===== src/rtl/hdlc_tx_pkg.sv =====
package hdlc_tx_pkg;
    typedef enum logic [2:0] {
        ST_IDLE,
        ST_ADDR,
        ST_DATA,
        ST_FCS_LO,
        ST_FCS_HI,
        ST_CLOSE
    } tx_state_e;
endpackage


===== src/rtl/hdlc_tx_shifter.sv =====
module hdlc_tx_shifter #(
    parameter int CHAR_W  = 8,
    parameter int RUN_MAX = 5
) (
    input  logic              clk,
    input  logic              rst_n,
    input  logic              bit_en,
    input  logic              in_flag,
    input  logic [CHAR_W-1:0] load_val,
    output logic              tx_bit,
    output logic              byte_end
);
    localparam int CNT_W = $clog2(CHAR_W);
    localparam int RUN_W = $clog2(RUN_MAX + 1);
    localparam logic [CNT_W-1:0] LAST_BIT = CNT_W'(CHAR_W - 1);
    localparam logic [RUN_W-1:0] RUN_LIM  = RUN_W'(RUN_MAX);

    logic [CHAR_W-1:0] sh_q;
    logic [CNT_W-1:0]  cnt_q;
    logic [RUN_W-1:0]  run_q;
    logic              stuff_now;

    // a full run of ones forces the next slot to an inserted zero
    assign stuff_now = (run_q == RUN_LIM);
    assign tx_bit    = stuff_now ? 1'b0 : sh_q[0];
    assign byte_end  = bit_en && !stuff_now && (cnt_q == LAST_BIT);

    always_ff @(posedge clk) begin
        if (!rst_n) begin
            sh_q  <= load_val;
            cnt_q <= '0;
            run_q <= '0;
        end else if (bit_en) begin
            if (stuff_now) begin
                run_q <= '0;
            end else begin
                run_q <= (in_flag || !sh_q[0]) ? '0 : run_q + 1'b1;
                if (cnt_q == LAST_BIT) begin
                    sh_q  <= load_val;
                    cnt_q <= '0;
                end else begin
                    sh_q  <= sh_q >> 1;
                    cnt_q <= cnt_q + 1'b1;
                end
            end
        end
    end
endmodule


===== src/rtl/hdlc_tx_framer.sv =====
module hdlc_tx_framer #(
    parameter int CHAR_W  = 8,
    parameter int RUN_MAX = 5
) (
    input  logic                clk,
    input  logic                rst_n,
    input  logic                bit_en,
    input  logic [CHAR_W-1:0]   flag_char,
    input  logic [CHAR_W-1:0]   addr_char,
    input  logic [CHAR_W-1:0]   data_in,
    input  logic                data_valid,
    input  logic                data_last,
    output logic                data_ready,
    input  logic [2*CHAR_W-1:0] fcs,
    output logic                tx_bit,
    output logic                underrun
);
    import hdlc_tx_pkg::*;

    tx_state_e         state_q, state_d;
    logic              byte_end;
    logic              flag_field;
    logic              last_q;
    logic              underrun_evt;
    logic [CHAR_W-1:0] fcs_hi_q;
    logic [CHAR_W-1:0] load_val;

    assign flag_field = (state_q == ST_IDLE) || (state_q == ST_CLOSE);

    // state register: moves only at character boundaries
    always_ff @(posedge clk) begin
        if (!rst_n)
            state_q <= ST_IDLE;
        else if (byte_end)
            state_q <= state_d;
    end

    // next state
    always_comb begin
        state_d = state_q;
        unique case (state_q)
            ST_IDLE, ST_CLOSE: state_d = data_valid ? ST_ADDR : ST_IDLE;
            ST_ADDR:           state_d = data_valid ? ST_DATA : ST_CLOSE;
            ST_DATA:           state_d = last_q ? ST_FCS_LO
                                       : (data_valid ? ST_DATA : ST_CLOSE);
            ST_FCS_LO:         state_d = ST_FCS_HI;
            ST_FCS_HI:         state_d = ST_CLOSE;
            default:           state_d = ST_IDLE;
        endcase
    end

    // outputs and shift register source
    always_comb begin
        data_ready   = byte_end && (state_d == ST_DATA);
        underrun_evt = byte_end && !data_valid &&
                       ((state_q == ST_ADDR) || ((state_q == ST_DATA) && !last_q));
        load_val     = flag_char;
        if (rst_n) begin
            unique case (state_d)
                ST_IDLE, ST_CLOSE: load_val = flag_char;
                ST_ADDR:           load_val = addr_char;
                ST_DATA:           load_val = data_in;
                ST_FCS_LO:         load_val = fcs[CHAR_W-1:0];
                ST_FCS_HI:         load_val = fcs_hi_q;
                default:           load_val = flag_char;
            endcase
        end
    end

    always_ff @(posedge clk) begin
        if (!rst_n) begin
            last_q   <= 1'b0;
            fcs_hi_q <= '0;
            underrun <= 1'b0;
        end else begin
            underrun <= underrun_evt;
            if (data_ready)
                last_q <= data_last;
            if (byte_end && (state_d == ST_FCS_LO))
                fcs_hi_q <= fcs[2*CHAR_W-1:CHAR_W];
        end
    end

    hdlc_tx_shifter #(
        .CHAR_W  (CHAR_W),
        .RUN_MAX (RUN_MAX)
    ) u_shift (
        .clk      (clk),
        .rst_n    (rst_n),
        .bit_en   (bit_en),
        .in_flag  (flag_field),
        .load_val (load_val),
        .tx_bit   (tx_bit),
        .byte_end (byte_end)
    );
endmodule


===== config.mk =====
export PLATFORM = sky130hd
export DESIGN_NAME = hdlc_tx_framer
export DESIGN_NICKNAME = d
export VERILOG_FILES = /design/src/rtl/hdlc_tx_pkg.sv /design/src/rtl/hdlc_tx_shifter.sv /design/src/rtl/hdlc_tx_framer.sv
export SDC_FILE = /design/constraint.sdc
export NUM_CORES = 1
export LEC_CHECK = 0
export ABC_CLOCK_PERIOD_IN_PS = 1700
export CAP_MARGIN = 0
export CORE_UTILIZATION = 45
export DETAILED_ROUTE_END_ITERATION = 6
export GPL_ROUTABILITY_DRIVEN = 0
export GPL_TIMING_DRIVEN = 0
export PLACE_DENSITY = 0.76
export RECOVER_POWER = 25
export SLEW_MARGIN = 20
export SYNTH_ARGS = -nofsm -noshare
export SYNTH_HDL_FRONTEND = slang
export SYNTH_SLANG_ARGS = --single-unit

===== constraint.sdc =====
create_clock -name clk -period 1.7 [get_ports clk]
set_input_delay 0.34 -clock clk [delete_from_list [all_inputs] [get_ports clk]]
set_output_delay 0.34 -clock clk [all_outputs]
set_load 0.05 [all_outputs]

==> metrics.txt, run 1 <==
# TYPE chip_impl_metric gauge
chip_impl_metric{name="cts_hold_buf",unit=""} 0
chip_impl_metric{name="worst_slew_pin_slew",unit="ns"} 0.5077
chip_impl_metric{name="max_cap_viol_count",unit=""} 0
chip_impl_metric{name="synth_enable_flop_cells",unit=""} 8
chip_impl_metric{name="num-fill-cells",unit=""} 303
chip_impl_metric{name="grtUsageTotal",unit="%"} 25.12
chip_impl_metric{name="detailedRoute.firstIterationViolations",unit=""} 145
chip_impl_info{name="rsz0062_at_grt",value="true"} 1
chip_impl_metric{name="finalSetupViolCount",unit=""} 1
chip_impl_metric{name="num_antenna_cells",unit=""} 0
chip_impl_metric{name="antenna_found_initial",unit=""} 0
chip_impl_metric{name="final_critical_path_setup_slack",unit="ns"} -0.04348
chip_impl_info{name="most_common_library_cells_after_synthesis",value="25 x nand2_1, 19 x dfxtp_1, 16 x a21oi_1, 16 x nor2_1, 12 x o21ai_0"} 1
chip_impl_metric{name="maximum_number_of_pins_on_one_net_before_global_route_repair",unit=""} 15
chip_impl_info{name="ys.flop_type",value="dfxtp_1"} 1
chip_impl_metric{name="irDropWorstVdd",unit="V"} 0.0003553
chip_impl_metric{name="clock_sink_count",unit=""} 27
chip_impl_metric{name="drtPass1Iterations",unit=""} 4
chip_impl_metric{name="clkLatencyLatePin",unit="ns"} 0.28
chip_impl_metric{name="core.rowCount",unit=""} 22
chip_impl_metric{name="vias_per_cell",unit=""} 5.628
chip_impl_metric{name="slew_violations",unit=""} 0
chip_impl_info{name="outcome",value="complete, but fails checks"} 1
chip_impl_metric{name="worstRegToRegCells",unit=""} 6
chip_impl_metric{name="worst-endpoint-arrival",unit="ns"} 1.40
chip_impl_info{name="worstHoldEndpoint",value="u_shift.run_q[2]$_SDFFE_PN0P_"} 1
chip_impl_metric{name="grt_pass1_wl",unit="um"} 7969
chip_impl_metric{name="syn2layout_area_growth",unit="%"} 48.70
chip_impl_info{name="tritoncts",value="yes"} 1
chip_impl_metric{name="min_period",unit="ns"} 1.743
chip_impl_info{name="synth.largest_area_cell",value="dfxtp_1"} 1
chip_impl_info{name="worst_r2r_endpoint",value="u_shift.sh_q[0]$_DFFE_PP_"} 1
chip_impl_metric{name="synth.avg_cell_area",unit="sq um"} 8.219
chip_impl_metric{name="standard_cell_core_area",unit="sq um"} 3689
chip_impl_metric{name="setup.reg_to_reg.worst_slack",unit="ns"} 0.05
chip_impl_metric{name="postRouteAntennaNets",unit=""} 0
chip_impl_metric{name="first_global_vias",unit=""} 1670
chip_impl_metric{name="fin_nets",unit=""} 319
chip_impl_metric{name="ys_seq_elements",unit=""} 27
chip_impl_info{name="synth.area.top_cells",value="dfxtp_1 22%, edfxtp_1 14%, nand2_1 5.4%"} 1
chip_impl_metric{name="grt_remaining_overflow",unit=""} 0
chip_impl_metric{name="post_synth_inst_count",unit=""} 211
chip_impl_metric{name="slowest_delay",unit="ns"} 0.35
chip_impl_info{name="cp-end-kind",value="primary output"} 1
chip_impl_metric{name="synth_sequential_area_ratio",unit="%"} 35.79
chip_impl_metric{name="h-tree-depth",unit=""} 1
chip_impl_metric{name="worst_clock_skew",unit="ns"} 0.005854
chip_impl_metric{name="required",unit="ns"} 1.36
chip_impl_metric{name="routed_wl",unit="um"} 4839
chip_impl_metric{name="pd_cells",unit="nW/um^2"} 511.3
chip_impl_info{name="path_class",value="flip-flop to primary output"} 1
chip_impl_metric{name="start_util",unit="%"} 47.01
chip_impl_info{name="failed_checks",value="setup timing"} 1
chip_impl_info{name="clockRootBuffer",value="clkbuf_8"} 1
chip_impl_metric{name="synthDominantCellAreaShare",unit="%"} 21.93
chip_impl_metric{name="final_hold_viol_count",unit=""} 0
chip_impl_metric{name="port-buffer-count",unit=""} 46
chip_impl_info{name="hold_start",value="rst_n"} 1
chip_impl_metric{name="ratio_of_cells_with_drive_above_1_in_the_final_layout",unit="%"} 19.33
chip_impl_info{name="hold_path_class",value="input port to flip-flop"} 1
chip_impl_metric{name="routedWlPerCell",unit="um"} 15.26
chip_impl_metric{name="numCtsBuffers",unit=""} 3
chip_impl_info{name="crit_path_top_delay_cell",value="dfxtp_2"} 1
chip_impl_metric{name="detail_route.drc_violations",unit=""} 0
chip_impl_info{name="worstPathCellList",value="inv_2, ha_4, a21boi_4, nand2_4, nor2_4, buf_6"} 1
chip_impl_metric{name="slew_headroom",unit="%"} 66.16
chip_impl_metric{name="yosysWarningCount",unit=""} 0
chip_impl_info{name="critical_path_start",value="u_shift.run_q[1]$_SDFFE_PN0P_"} 1
chip_impl_metric{name="synth.cell_area",unit="sq um"} 1734
chip_impl_metric{name="detailed_place_hpwl",unit="um"} 3452
chip_impl_metric{name="via_count",unit=""} 1784
chip_impl_metric{name="die_area",unit="sq um"} 4106
chip_impl_metric{name="max_freq",unit="GHz"} 0.5736
chip_impl_metric{name="chipHeight",unit="um"} 64.08
chip_impl_metric{name="clkTransAtPathRegs",unit="ns"} 0.10
chip_impl_info{name="synthMostInstantiatedCell",value="nand2_1"} 1
chip_impl_metric{name="timing.hold.worst_path_depth",unit=""} 2
chip_impl_metric{name="period_share",unit="%"} 102.6
chip_impl_info{name="worst_r2r_startpoint",value="u_shift.cnt_q[0]$_SDFFE_PN0P_"} 1
chip_impl_metric{name="top_level_ports",unit=""} 48
chip_impl_metric{name="synth.lib_cells_used.distinct",unit=""} 44
chip_impl_metric{name="async_reset_ff_share",unit="%"} 0
chip_impl_metric{name="dieWidth",unit="um"} 64.08
chip_impl_info{name="element_type_at_the_critical_path_start",value="flip-flop"} 1
chip_impl_metric{name="crit_fanout",unit=""} 4
chip_impl_metric{name="dp_slack",unit="ns"} -1.100
chip_impl_metric{name="synth_fp_nets",unit=""} 260
chip_impl_metric{name="cts_buffer_depth",unit=""} 2
chip_impl_metric{name="static-leakage-power",unit="nW"} 1.033
chip_impl_metric{name="final_core_utilization",unit="%"} 69.91
what timing repair did:
item	4_1_cts	5_1_grt
resized for setup	42	24
setup buffers	4	5
pin swaps	3	7
endpoints found under the setup margin	18	10
cells by family after synthesis:
| group | after synthesis | synth area share, % |
|---|---|---|
| simple gates | 85 | 25.76 |
| compound gates | 61 | 22.80 |
| flops | 27 | 35.79 |
| buf+inv | 24 | 5.916 |
| mux | 9 | 5.267 |
| fa+ha+maj | 4 | 2.886 |
| xor+xnor | 1 | 1.588 |
state kept, by name, indices dropped and copies added (netlist names):
signal / flops
underrun: 1
u_shift.sh_q: 8
last_q: 1
fcs_hi_q: 8
u_shift.cnt_q: 3
u_shift.run_q: 3
state_q: 3
critical path: cells and delay by family, from the launching register on:
kind | cells | cell delay, ns
flops | 1 | 0.35
buf+inv | 2 | 0.21
compound gates | 1 | 0.21
simple gates | 2 | 0.20
fa+ha+maj | 1 | 0.16
per-layer routing:
layer  share of wire (%)  track usage, %  vias up
met3                 6.7           3.036        9
met1                  44           34.33      823
li1                    -               -      876
met2                  48           40.03       76
met4                 1.5           9.943        0
met5                   0               0        -
power breakdown:
part           switching, W  internal [W]
clock              0.000208      0.000168
sequential        0.0000105      0.000688
combinational      0.000104      0.000139
total              0.000323      0.000996
layout make-up:
type                    instances  area [sq um]  share of cell area [%]
multi-input cells             160          1187                   46.05
flip-flops and latches         27         631.9                   24.50
repair buffers                 55         520.5                   20.18
plain buffers                  12         92.59                   3.590
well taps                      48         60.06                   2.329
clock buffers                   4         45.04                   1.747
inverters                      11         41.29                   1.601
layout by cell type (no fill, tap or decap), types with 2 or more instances in the layout:
cell             synthesis  final
buf_2                    4      3
buf_6                    0      3
o21ai_0                 12     11
o211ai_1                 2      2
clkbuf_8                 0      3
and2_1                   3      3
nor2b_1                  6      5
o21ai_1                  8      8
buf_4                    2      9
ha_4                     0      2
dfxtp_1                 19     14
nor3_1                   8      8
nand3b_1                 8      8
dfxtp_4                  0      2
dlygate4sd2_1            0      3
a21oi_1                 16     16
nor2_1                  16     15
clkdlybuf4s50_1          0     41
o22ai_1                  2      2
ha_1                     4      2
clkbuf_2                 0      2
clkbuf_1                 7      3
o211a_1                  7      7
inv_1                   10      9
mux2i_1                  8      8
nand3_1                  3      3
edfxtp_1                 8      8
nor4_4                   0      5
nand2b_1                 4      2
nand2_1                 25     24
nand2b_2                 0      2
clkbuf_4                 0      3
a211oi_1                 3      3
dfxtp_2                  0      3
metrics by stage:
step           TNS [ns]  instance area [sq um]  hold WS [ns]  cells   power, W
4_1_cts        -0.02540                   2430        0.3826    312   0.001310
5_1_grt        -0.08784                   2579        0.4040    317   0.001367
2_1_floorplan         0                   1742        0.4400    211  0.0007981
3_5_place_dp     -9.395                   2262        0.4526    305  0.0009333
3_3_place_gp     -8.513                   2262        0.4468    305  0.0009277
6_report       -0.04348                   2579        0.4030    317   0.001318
worst max path at each step:
stage                             to  slack [ns]  cells after the start
after floorplan           data_ready        0.05                      5
after global placement    data_ready       -1.12                      6
after detailed placement  data_ready       -1.10                      6
after CTS                 data_ready       -0.03                      5
after global routing      data_ready       -0.07                      6
final                     data_ready       -0.04                      6
Power figures use the tool's default switching activity.
==> run 2, diff against run 1 <==
--- a/config.mk
+++ b/config.mk
@@ -5,7 +5,7 @@
 export SDC_FILE = /design/constraint.sdc
 export NUM_CORES = 1
 export LEC_CHECK = 0
-export ABC_CLOCK_PERIOD_IN_PS = 1700
+export ABC_CLOCK_PERIOD_IN_PS = 1900
 export CAP_MARGIN = 0
 export CORE_UTILIZATION = 45
 export DETAILED_ROUTE_END_ITERATION = 6
==> constraint.sdc (replaced) <==
create_clock -name clk -period 1.9 [get_ports clk]
set_input_delay 0.38 -clock clk [delete_from_list [all_inputs] [get_ports clk]]
set_output_delay 0.38 -clock clk [all_outputs]
set_load 0.05 [all_outputs]
==> run 2 against run 1 <==
Non-clock buffer count is 7 lower. Sequential power is 10% lower. Largest power group unchanged. Clock skew is 0.0040 ns lower. The flow now finishes without violations. Sequential share of layout area is 1.6 points higher. Via count is 2.8% lower. Clock power is 11% lower. Hold slack better by 0.031 ns. Design area is 7.5% lower. Combinational power is 18% lower. Total power is 12% lower.
==> metrics.txt, run 2 (same netlist as run 1, synthesis figures left out) <==
# TYPE chip_impl_metric gauge
chip_impl_metric{name="dieWidth",unit="um"} 64.08
chip_impl_metric{name="num_antenna_cells",unit=""} 0
chip_impl_metric{name="irDropWorstVdd",unit="V"} 0.0004442
chip_impl_metric{name="core.rowCount",unit=""} 22
chip_impl_info{name="clockRootBuffer",value="clkbuf_8"} 1
chip_impl_metric{name="standard_cell_core_area",unit="sq um"} 3689
chip_impl_metric{name="first_global_vias",unit=""} 1629
chip_impl_metric{name="ratio_of_cells_with_drive_above_1_in_the_final_layout",unit="%"} 13.36
chip_impl_metric{name="vias_per_cell",unit=""} 5.594
chip_impl_metric{name="detail_route.drc_violations",unit=""} 0
chip_impl_metric{name="routedWlPerCell",unit="um"} 14.65
chip_impl_metric{name="static-leakage-power",unit="nW"} 0.9691
chip_impl_metric{name="detailed_place_hpwl",unit="um"} 3378
chip_impl_metric{name="worst_clock_skew",unit="ns"} 0.001833
chip_impl_info{name="largest_registers",value="fcs_hi_q x8, u_shift.sh_q x8"} 1
chip_impl_metric{name="dpl-instance-area",unit="sq um"} 2257
chip_impl_metric{name="clkLatencyLatePin",unit="ns"} 0.27
chip_impl_info{name="tritoncts",value="yes"} 1
chip_impl_metric{name="slew_violations",unit=""} 0
chip_impl_metric{name="fin_nets",unit=""} 312
chip_impl_metric{name="min_period",unit="ns"} 1.812
chip_impl_metric{name="chipHeight",unit="um"} 64.08
chip_impl_metric{name="max_freq",unit="GHz"} 0.5518
chip_impl_metric{name="clkTransAtPathRegs",unit="ns"} 0.09
chip_impl_metric{name="period_share",unit="%"} 95.39
chip_impl_metric{name="final_core_utilization",unit="%"} 64.65
chip_impl_metric{name="finalSetupViolCount",unit=""} 0
chip_impl_metric{name="h-tree-depth",unit=""} 1
chip_impl_metric{name="crit_fanout",unit=""} 8
chip_impl_info{name="cp-end-kind",value="primary output"} 1
chip_impl_metric{name="postLayoutCellArea",unit="sq um"} 2385
chip_impl_metric{name="postRouteAntennaNets",unit=""} 0
chip_impl_metric{name="grtUsageTotal",unit="%"} 23.99
chip_impl_info{name="mostFrequentLayoutCells",value="42 x clkdlybuf4s50_1, 24 x nand2_1, 17 x dfxtp_1"} 1
chip_impl_info{name="element_type_at_the_critical_path_start",value="flip-flop"} 1
chip_impl_metric{name="final_cell_count_no_fill",unit=""} 310
chip_impl_metric{name="grt_pass1_wl",unit="um"} 7672
chip_impl_metric{name="placed_cells",unit=""} 305
chip_impl_metric{name="worst_slew_pin_slew",unit="ns"} 0.5235
chip_impl_metric{name="grt_remaining_overflow",unit=""} 0
chip_impl_metric{name="final_hold_viol_count",unit=""} 0
chip_impl_info{name="most_common_library_cell_in_the_layout_ignoring_fill_and_taps",value="clkdlybuf4s50_1"} 1
chip_impl_metric{name="slew_headroom",unit="%"} 65.10
chip_impl_info{name="outcome",value="completed"} 1
chip_impl_metric{name="cts_buffer_depth",unit=""} 2
chip_impl_metric{name="routed_wl",unit="um"} 4543
chip_impl_metric{name="detailedRoute.firstIterationViolations",unit=""} 115
chip_impl_metric{name="max_cap_viol_count",unit=""} 0
chip_impl_metric{name="power",unit="W"} 0.001161
chip_impl_metric{name="start_util",unit="%"} 47.01
chip_impl_metric{name="via_count",unit=""} 1734
chip_impl_info{name="hold_path_class",value="input port to flip-flop"} 1
chip_impl_metric{name="numCtsBuffers",unit=""} 3
chip_impl_metric{name="maximum_number_of_pins_on_one_net_before_global_route_repair",unit=""} 16
chip_impl_metric{name="antenna_found_initial",unit=""} 0
chip_impl_info{name="rsz0062_at_grt",value="false"} 1
chip_impl_metric{name="die_area",unit="sq um"} 4106
chip_impl_metric{name="finalHoldWorstSlack",unit="ns"} 0.4335
chip_impl_metric{name="top_level_ports",unit=""} 48
chip_impl_metric{name="required",unit="ns"} 1.52
chip_impl_metric{name="clock_sink_count",unit=""} 27
chip_impl_metric{name="worst-endpoint-arrival",unit="ns"} 1.43
chip_impl_metric{name="port-buffer-count",unit=""} 46
chip_impl_metric{name="pd_cells",unit="nW/um^2"} 486.9
chip_impl_metric{name="drtPass1Iterations",unit=""} 4
chip_impl_metric{name="syn2layout_area_growth",unit="%"} 37.52
chip_impl_info{name="path_class",value="flip-flop to primary output"} 1
[run 2: cell count changes in the layout (fill, tap and decap cells not counted), moves of 2 or more]
cell | before | now
nor4_4 | 5 | 0
clkbuf_4 | 3 | 1
buf_6 | 3 | 1
clkbuf_1 | 3 | 5
buf_4 | 9 | 4
dfxtp_1 | 14 | 17
nor4_1 | 0 | 3
dfxtp_4 | 2 | 0
nor4_2 | 1 | 3
[run 2: critical path: stages (launching register included)]
cell and delay, ns:
dfxtp_1 0.38, ha_1 0.21, ha_4 0.21, nand2_4 0.08
nor2_2 0.12, buf_6 0.16
[run 2: where the power goes]
| group | switching, W | internal (W) |
|---|---|---|
| registers | 0.00000934 | 0.000619 |
| clock network | 0.000186 | 0.000147 |
| logic | 0.0000864 | 0.000114 |
| total | 0.000282 | 0.000879 |
[run 2: timing repair]
action | CTS | global route
setup endpoints to repair | 8 | 9
hold buffers | 0 | 0
buffers inserted | 1 | 1
hold endpoints to repair | 0 | 0
resized for setup | 25 | 11
pin swaps | 1 | 1
[run 2: metal layers]
layer,vias up,GRT usage [%],wire [um]
met5,-,0,0
met4,0,4.830,22
met3,4,3.750,246
met2,59,39.89,2261
met1,811,32.64,2012
li1,860,-,-
[run 2: final timing paths]
| kind | start | to | slack [ns] | cells past startpoint |
|---|---|---|---|---|
| setup / recovery | u_shift.cnt_q[0]$_SDFFE_PN0P_ | data_ready | 0.09 | 5 |
| hold / removal | rst_n | u_shift.run_q[2]$_SDFFE_PN0P_ | 0.43 | 2 |
| setup reg to reg | state_q[0]$_SDFFE_PN0P_ | u_shift.sh_q[6]$_DFFE_PP_ | 0.15 | 6 |
| hold reg to reg | u_shift.cnt_q[1]$_SDFFE_PN0P_ | u_shift.cnt_q[1]$_SDFFE_PN0P_ | 0.49 | 2 |
[run 2: stage by stage]
step	setup WS [ns]	TNS, ns
6_report	0.08762	0
5_1_grt	0.01336	0
4_1_cts	-0.02020	-0.02020
3_5_place_dp	-0.9404	-5.501
3_3_place_gp	-0.9429	-4.805
2_1_floorplan	0.08155	0
[run 2: layout make-up]
| class | instances | area [sq um] |
|---|---|---|
| repair buffers | 48 | 465.4 |
| fillers | 336 | 1304 |
| clock buffers | 3 | 41.29 |
| well taps | 48 | 60.06 |
| multi-input cells | 160 | 1084 |
| clock inverters | 1 | 5.005 |
| plain buffers | 12 | 65.06 |
| inverters | 11 | 41.29 |
| flip-flops and latches | 27 | 623.1 |
